--- config.mk ---
export PLATFORM = sky130hd
export DESIGN_NAME = cc_psk8_coder
export DESIGN_NICKNAME = d
export VERILOG_FILES = /design/src/rtl/cc_pkg.sv /design/src/rtl/cc_conv_enc.sv /design/src/rtl/cc_ilv_writer.sv /design/src/rtl/cc_ilv_store.sv /design/src/rtl/cc_psk8_coder.sv
export SDC_FILE = /design/constraint.sdc
export NUM_CORES = 1
export LEC_CHECK = 0
export ABC_AREA = 1
export CORE_ASPECT_RATIO = 1.25
export CORE_UTILIZATION = 56
export DETAILED_ROUTE_END_ITERATION = 8
export PLACE_DENSITY = 0.87
export SYNTH_ARGS = -nofsm -noshare
export SYNTH_HDL_FRONTEND = slang
export SYNTH_SLANG_ARGS = --single-unit
export TNS_END_PERCENT = 30
--- constraint.sdc ---
create_clock -name clk -period 4.5 [get_ports clk]
set_clock_uncertainty 0.1 [all_clocks]
set_input_delay 1.125 -clock clk [delete_from_list [all_inputs] [get_ports clk]]
set_output_delay 1.125 -clock clk [all_outputs]
set_load 0.05 [all_outputs]
--- src/rtl/cc_pkg.sv ---
package cc_pkg;
    typedef enum logic [1:0] {W_DATA, W_TAIL, W_PAD} wr_mode_e;

    // 3-bit Gray group (first bit in MSB) to phase index
    function automatic logic [2:0] gray_to_phase(input logic [2:0] g);
        gray_to_phase = {g[2], g[2] ^ g[1], g[2] ^ g[1] ^ g[0]};
    endfunction
endpackage

--- src/rtl/cc_conv_enc.sv ---
module cc_conv_enc #(
    parameter int K = 7,
    parameter logic [K-1:0] G_A = 7'b1111001,
    parameter logic [K-1:0] G_B = 7'b1011011
) (
    input  logic       clk,
    input  logic       rst_n,
    input  logic       adv,
    input  logic       clr,
    input  logic       din,
    input  logic       tail_last,
    output logic [1:0] code
);
    localparam int M = K - 1;

    typedef struct packed {
        logic [M-1:0] sr;   // sr[d-1] holds the bit d steps back
    } enc_st_t;

    enc_st_t st_q, st_d;
    logic [K-1:0] win;

    always_comb begin
        st_d = st_q;
        win  = {(clr ? {M{1'b0}} : st_q.sr), din};
        code = {^(win & G_A), ^(win & G_B)};
        if (adv) begin
            st_d.sr = win[M-1:0];
        end
    end

    always_ff @(posedge clk) begin
        if (!rst_n) st_q <= '0;
        else        st_q <= st_d;
    end

    // the last tail bit leaves the coder in the zero state
    p_flush_zero_r6: assert property (@(posedge clk) disable iff (!rst_n)
        (adv && tail_last) |=> (st_q.sr == '0));
endmodule

--- src/rtl/cc_ilv_writer.sv ---
module cc_ilv_writer
    import cc_pkg::*;
#(
    parameter int NPAIR = 48,
    parameter int TAIL  = 6
) (
    input  logic                     clk,
    input  logic                     rst_n,
    input  logic                     in_valid,
    input  logic                     in_bit,
    input  logic                     in_sop,
    input  logic                     in_eop,
    input  logic                     bank_full,
    output logic                     in_ready,
    output logic                     enc_adv,
    output logic                     enc_clr,
    output logic                     enc_din,
    output logic                     enc_tail_last,
    output logic                     pad,
    output logic                     wr_en,
    output logic [$clog2(NPAIR)-1:0] wr_ptr,
    output logic                     wr_close,
    output logic                     wr_first,
    output logic                     wr_last
);
    localparam int PW = $clog2(NPAIR);
    localparam int TW = $clog2(TAIL) + 1;

    typedef struct packed {
        wr_mode_e      mode;
        logic [PW-1:0] ptr;
        logic [TW-1:0] tcnt;
        logic          sop_seen;
    } wr_st_t;

    wr_st_t st_q, st_d;
    logic   acc;
    logic   ptr_end;
    logic   tail_end;

    always_comb begin
        st_d          = st_q;
        in_ready      = (st_q.mode == W_DATA) && !bank_full;
        acc           = in_valid && in_ready;
        ptr_end       = (st_q.ptr == PW'(NPAIR - 1));
        tail_end      = (st_q.tcnt == TW'(TAIL - 1));
        enc_din       = (st_q.mode == W_DATA) ? in_bit : 1'b0;
        wr_en         = 1'b0;
        enc_adv       = 1'b0;
        enc_clr       = 1'b0;
        enc_tail_last = 1'b0;
        pad           = 1'b0;
        unique case (st_q.mode)
            W_DATA: if (acc) begin
                wr_en   = 1'b1;
                enc_adv = 1'b1;
                enc_clr = in_sop;
                if (in_sop) st_d.sop_seen = 1'b1;
                if (in_eop) begin
                    st_d.mode = W_TAIL;
                    st_d.tcnt = '0;
                end
            end
            W_TAIL: if (!bank_full) begin
                wr_en   = 1'b1;
                enc_adv = 1'b1;
                if (tail_end) begin
                    enc_tail_last = 1'b1;
                    st_d.mode     = ptr_end ? W_DATA : W_PAD;
                end else begin
                    st_d.tcnt = st_q.tcnt + 1'b1;
                end
            end
            W_PAD: if (!bank_full) begin
                wr_en = 1'b1;
                pad   = 1'b1;
                if (ptr_end) st_d.mode = W_DATA;
            end
            default: st_d.mode = W_DATA;
        endcase
        wr_ptr   = st_q.ptr;
        wr_close = wr_en && ptr_end;
        wr_first = st_q.sop_seen || (acc && in_sop);
        wr_last  = (st_q.mode == W_PAD) || ((st_q.mode == W_TAIL) && tail_end);
        if (wr_en)    st_d.ptr      = ptr_end ? '0 : st_q.ptr + 1'b1;
        if (wr_close) st_d.sop_seen = 1'b0;
    end

    always_ff @(posedge clk) begin
        if (!rst_n) st_q <= '{mode: W_DATA, default: '0};
        else        st_q <= st_d;
    end
endmodule

--- src/rtl/cc_ilv_store.sv ---
module cc_ilv_store #(
    parameter int ROWS = 8,
    parameter int COLS = 12
) (
    input  logic                                clk,
    input  logic                                rst_n,
    input  logic                                wr_en,
    input  logic [$clog2(ROWS*COLS/2)-1:0]      wr_ptr,
    input  logic [1:0]                          wr_pair,
    input  logic                                wr_close,
    input  logic                                wr_first,
    input  logic                                wr_last,
    output logic                                wb_full,
    output logic                                out_valid,
    input  logic                                out_ready,
    output logic [2:0]                          out_bits,
    output logic                                out_sop,
    output logic                                out_eop
);
    localparam int NBITS = ROWS * COLS;
    localparam int NSYM  = NBITS / 3;
    localparam int BW    = $clog2(NBITS);
    localparam int SW    = $clog2(NSYM);

    typedef struct packed {
        logic [1:0][NBITS-1:0] mem;
        logic [1:0]            full;
        logic [1:0]            first;
        logic [1:0]            last;
        logic                  wb;
        logic                  rb;
        logic [SW-1:0]         ridx;
    } st_t;

    st_t st_q, st_d;
    logic [BW-1:0] wa;

    always_comb begin
        st_d      = st_q;
        wb_full   = st_q.full[st_q.wb];
        out_valid = st_q.full[st_q.rb];
        for (int j = 0; j < 3; j++) begin
            int i;
            i = 3 * int'(st_q.ridx) + j;
            out_bits[2-j] = st_q.mem[st_q.rb][BW'((i % ROWS) * COLS + i / ROWS)];
        end
        out_sop = st_q.first[st_q.rb] && (st_q.ridx == '0);
        out_eop = st_q.last[st_q.rb] && (st_q.ridx == SW'(NSYM - 1));
        wa = BW'(2 * int'(wr_ptr));
        if (wr_en) begin
            st_d.mem[st_q.wb][wa]        = wr_pair[1];
            st_d.mem[st_q.wb][wa + 1'b1] = wr_pair[0];
        end
        if (wr_close) begin
            st_d.full[st_q.wb]  = 1'b1;
            st_d.first[st_q.wb] = wr_first;
            st_d.last[st_q.wb]  = wr_last;
            st_d.wb             = ~st_q.wb;
        end
        if (out_valid && out_ready) begin
            if (st_q.ridx == SW'(NSYM - 1)) begin
                st_d.ridx          = '0;
                st_d.full[st_q.rb] = 1'b0;
                st_d.rb            = ~st_q.rb;
            end else begin
                st_d.ridx = st_q.ridx + 1'b1;
            end
        end
    end

    always_ff @(posedge clk) begin
        if (!rst_n) st_q <= '0;
        else        st_q <= st_d;
    end

    // the writer never touches a matrix that is still waiting to be read
    p_no_overflow_r9: assert property (@(posedge clk) disable iff (!rst_n)
        wr_en |-> !st_q.full[st_q.wb]);
    // a stalled symbol keeps its value
    p_hold_r1: assert property (@(posedge clk) disable iff (!rst_n)
        (out_valid && !out_ready) |=>
            (out_valid && $stable(out_bits) && $stable(out_sop) && $stable(out_eop)));
    // the end marker only comes with a symbol
    p_eop_valid_r8: assert property (@(posedge clk) disable iff (!rst_n)
        out_eop |-> out_valid);
endmodule

--- src/rtl/cc_psk8_coder.sv ---
module cc_psk8_coder
    import cc_pkg::*;
#(
    parameter int ROWS = 8,
    parameter int COLS = 12,
    parameter int K    = 7,
    parameter logic [K-1:0] G_A = 7'b1111001,
    parameter logic [K-1:0] G_B = 7'b1011011
) (
    input  logic       clk,
    input  logic       rst_n,
    input  logic       in_valid,
    output logic       in_ready,
    input  logic       in_bit,
    input  logic       in_sop,
    input  logic       in_eop,
    output logic       out_valid,
    input  logic       out_ready,
    output logic [2:0] out_sym,
    output logic       out_sop,
    output logic       out_eop
);
    localparam int NPAIR = ROWS * COLS / 2;
    localparam int PW    = $clog2(NPAIR);

    logic          enc_adv, enc_clr, enc_din, enc_tail_last, pad;
    logic [1:0]    code;
    logic          wr_en, wr_close, wr_first, wr_last, wb_full;
    logic [PW-1:0] wr_ptr;
    logic [2:0]    grp;

    cc_ilv_writer #(.NPAIR(NPAIR), .TAIL(K - 1)) u_wr (
        .clk(clk), .rst_n(rst_n), .in_valid(in_valid), .in_bit(in_bit),
        .in_sop(in_sop), .in_eop(in_eop), .bank_full(wb_full),
        .in_ready(in_ready), .enc_adv(enc_adv), .enc_clr(enc_clr),
        .enc_din(enc_din), .enc_tail_last(enc_tail_last), .pad(pad),
        .wr_en(wr_en), .wr_ptr(wr_ptr), .wr_close(wr_close),
        .wr_first(wr_first), .wr_last(wr_last)
    );

    cc_conv_enc #(.K(K), .G_A(G_A), .G_B(G_B)) u_enc (
        .clk(clk), .rst_n(rst_n), .adv(enc_adv), .clr(enc_clr),
        .din(enc_din), .tail_last(enc_tail_last), .code(code)
    );

    cc_ilv_store #(.ROWS(ROWS), .COLS(COLS)) u_st (
        .clk(clk), .rst_n(rst_n), .wr_en(wr_en), .wr_ptr(wr_ptr),
        .wr_pair(pad ? 2'b00 : code), .wr_close(wr_close),
        .wr_first(wr_first), .wr_last(wr_last), .wb_full(wb_full),
        .out_valid(out_valid), .out_ready(out_ready), .out_bits(grp),
        .out_sop(out_sop), .out_eop(out_eop)
    );

    assign out_sym = gray_to_phase(grp);

    // no payload bit is taken while the coder is being flushed or padded
    p_tail_stall_r6: assert property (@(posedge clk) disable iff (!rst_n)
        (enc_tail_last || pad) |-> !in_ready);
endmodule

==> metrics.txt <==
Netlist cell types=37; Setup CP Type=flop to output pin; violated checks=setup timing; vias in the first global route=13.8k; ANT nets after route=0; measured slew at the worst slew-check pin=1180 ps; Synth Instances=2,134; antenna violations before repair=0; status=complete, but fails checks; CTS tree=done; share of layout cells above drive strength 1=10.6%; Slew Viols, Final=0; worst hold slack=380 ps; CP cell instances=ha_4 -> inv_4 -> fa_2 -> inv_2 -> ha_4 -> inv_4 -> nor2_4 -> nand3_2 -> nand2_2 -> nand2_2 -> inv_2 -> ha_4 -> inv_2 -> fa_2 -> or2_4 -> a21boi_4 -> xor2_2 -> inv_1 -> nand3_1 -> nand3_1 -> nand2_1 -> nand3_2 -> nand2_4 -> buf_12; cts hold-fix bufs=0; final core utilization=64.5%; post-synthesis mux area share=1.17%; number of port buffers=13; leakage power=6.90 nW; Worst path max stage delay=460 ps; Initial Util=57.4%; CP Launch Type=flop; Top FF cell, synth=dfxtp_1; global-route wire length before repair=66,800 um; layer with the highest usage=met2; Min-Delay Path Class=flop to flop; DRC viols=0; crit end category=output pin; RSZ-0062 raised after global routing=true; clock buffer depth=3; Crit-path slowest cell=fa_2; die area=25,100 um^2; syn_nets=2,182; Setup WS pre-CTS=-308 ps; Yosys warnings=0; TNS Setup=-1780 ps; GR Layer Usage met2=56.1%; Fill cells=2,087; routing usage on met3=5.41%; cell area after synthesis=13,700 um^2; most common cell in the netlist=nand2_1; Seq/Total Area, Yosys=32.7%; final setup vio count=3; Mapped Avg Cell Area=6.43 um^2; Cell Pwr Density=417 nW/um^2; Pre-antenna DRT Iters=6; CTS Buf Count=23; Tmin final=5300 ps; max-capacitance violation count=0; ranking of synthesized cells by area=dfxtp_1 33%, nand2_1 18%, o21ai_0 12%; largest family of logic cells by synthesized area=simple AND/OR/NAND/NOR gates; DR WL/cell=16.7 um; post-synthesis register bit count=224; largest net degree at the start of global routing=107; Final GP Congestion=1.01; Post-Synth XOR/XNOR Area=1.15%; post-layout worst setup margin=-799 ps; Slew Limit Headroom=20.7%; critical path peak fanout=4; routed vias/inst=5.87; GRT Residual Overflow=0; clk sinks=224; clock root buffer master=clkbuf_16; fmax=0.189 GHz; clock transition at the registers of the reported paths=60 ps; Syn-to-layout area delta=12.4%; Initial DRC Count=1,358; EDFF count, synth=0; Final Hold Vio Count=0; HPWL after detailed placement=28,600 um; maximum VDD drop=0.000853 V; Site Rows=63; final WL=41,600 um; CP required=3270 ps; H-tree Lvls=1; Synth Area in Simple Gates=29.2%; die width=142 um; top cell type's share of synthesized area=32.7%; most frequent cells after synthesis=641 x nand2_1, 340 x o21ai_0, 224 x dfxtp_1, 220 x a21oi_1, 159 x nor2_1; nets=2,201; vias=14.6k; Post-Synth Adder-Cell Area=3.96%; Tot GR Track Use=33.1%; Clock Latency Late Sink=540 ps; Data arrival, critical path=4070 ps; Chip Height=177 um; # diodes=0; core area=23,900 um^2; Synth Area in Compound Gates=23.5%; # IOs=14; Yosys top cell by area=dfxtp_1; final period utilization=118%; Async SR Flop Fraction=0%; met1 Use GR=38.5%
-- placed cells by master (no fill, tap or decap), types with 6 or more instances in the layout --
| master | n |
|---|---|
| a21oi_1 | 220 |
| buf_12 | 12 |
| buf_4 | 95 |
| clkbuf_1 | 7 |
| clkbuf_16 | 24 |
| clkdlybuf4s50_1 | 9 |
| dfxtp_1 | 221 |
| ha_1 | 32 |
| inv_1 | 98 |
| inv_2 | 13 |
| mux2i_1 | 16 |
| nand2_1 | 632 |
| nand2_2 | 15 |
| nand2_4 | 8 |
| nand3_1 | 106 |
| nand3_2 | 9 |
| nand4_1 | 7 |
| nor2_1 | 157 |
| nor3_1 | 11 |
| nor3_2 | 6 |
| o211ai_1 | 24 |
| o21ai_0 | 340 |
| o21ai_1 | 26 |
| or2_2 | 12 |
| xnor2_1 | 7 |
| xor2_1 | 9 |
-- registers in the layout (all words and copies together), names as in the netlist --
name         count
u_wr.st_q        7
u_wr.wr_ptr      6
u_enc.st_q       6
u_st.st_q      205
-- worst paths after layout --
| check | from | to | slack (ps) | cells after the start |
|---|---|---|---|---|
| max reg2reg | u_wr.st_q[11] | u_st.st_q[124] | 1730 | 11 |
| min reg2reg | u_st.st_q[11] | u_st.st_q[11] | 380 | 2 |
| max | u_st.st_q[1] | out_sym[0] | -800 | 24 |
| min | u_st.st_q[11] | u_st.st_q[11] | 380 | 2 |
-- metal layers --
layer  vias up  part of all wire (%)
met2       647                    47
met1      6698                    39
met4         0                   6.4
met5         -                     0
li1       7114                     -
met3       171                   7.4
-- through the flow --
stage / cell area (um^2) / power, W / cells
6_report: 15400 / 0.00642 / 2494
5_1_grt: 15400 / 0.00667 / 2494
4_1_cts: 15300 / 0.00638 / 2492
3_5_place_dp: 14500 / 0.00445 / 2450
3_3_place_gp: 14500 / 0.00441 / 2450
2_1_floorplan: 13800 / 0.00379 / 2134
-- worst max-delay path: cells and delay by family (launching register included) --
| kind | cells | cell delay [ps] |
|---|---|---|
| xor+xnor | 1 | 200 |
| fa+ha+maj | 5 | 1240 |
| flops | 1 | 350 |
| buf+inv | 7 | 500 |
| compound gates | 1 | 170 |
| simple gates | 10 | 1050 |
-- repair_timing --
| action | in CTS | in global routing |
|---|---|---|
| setup endpoints to repair | 3 | 3 |
| setup buffers | 1 | 2 |
| gates resized for setup | 9 | 15 |
| pin swaps | 7 | 11 |
-- power by group --
| part | internal (W) | total (W) | switching [W] |
|---|---|---|---|
| combinational | 0.000534 | 0.00235 | 0.00181 |
| clock | 0.00115 | 0.00196 | 0.000809 |
| sequential | 0.00206 | 0.00212 | 0.0000631 |
| total | 0.00374 | 0.00642 | 0.00268 |
-- cells by family (layout without fill, tap and decap cells) --
group	Yosys count	after routing
and+or+nand+nor	974	974
AOI/OAI and AO/OA	625	625
buffers and inverters	236	271
DFF	224	224
adders and majority gates	41	41
xor gates and xnor gates	18	18
muxes	16	16
-- layout make-up --
cell class	count	area, um^2	share of cell area, %
clock buffer	34	668	4.34
clock inverter	7	100	0.650
inverter	114	435	2.83
multi-input combinational	1674	8260	53.6
sequential	224	4500	29.2
tap	325	407	2.64
timing repair buffer	116	1040	6.77
(Power assumes the default switching activity.)
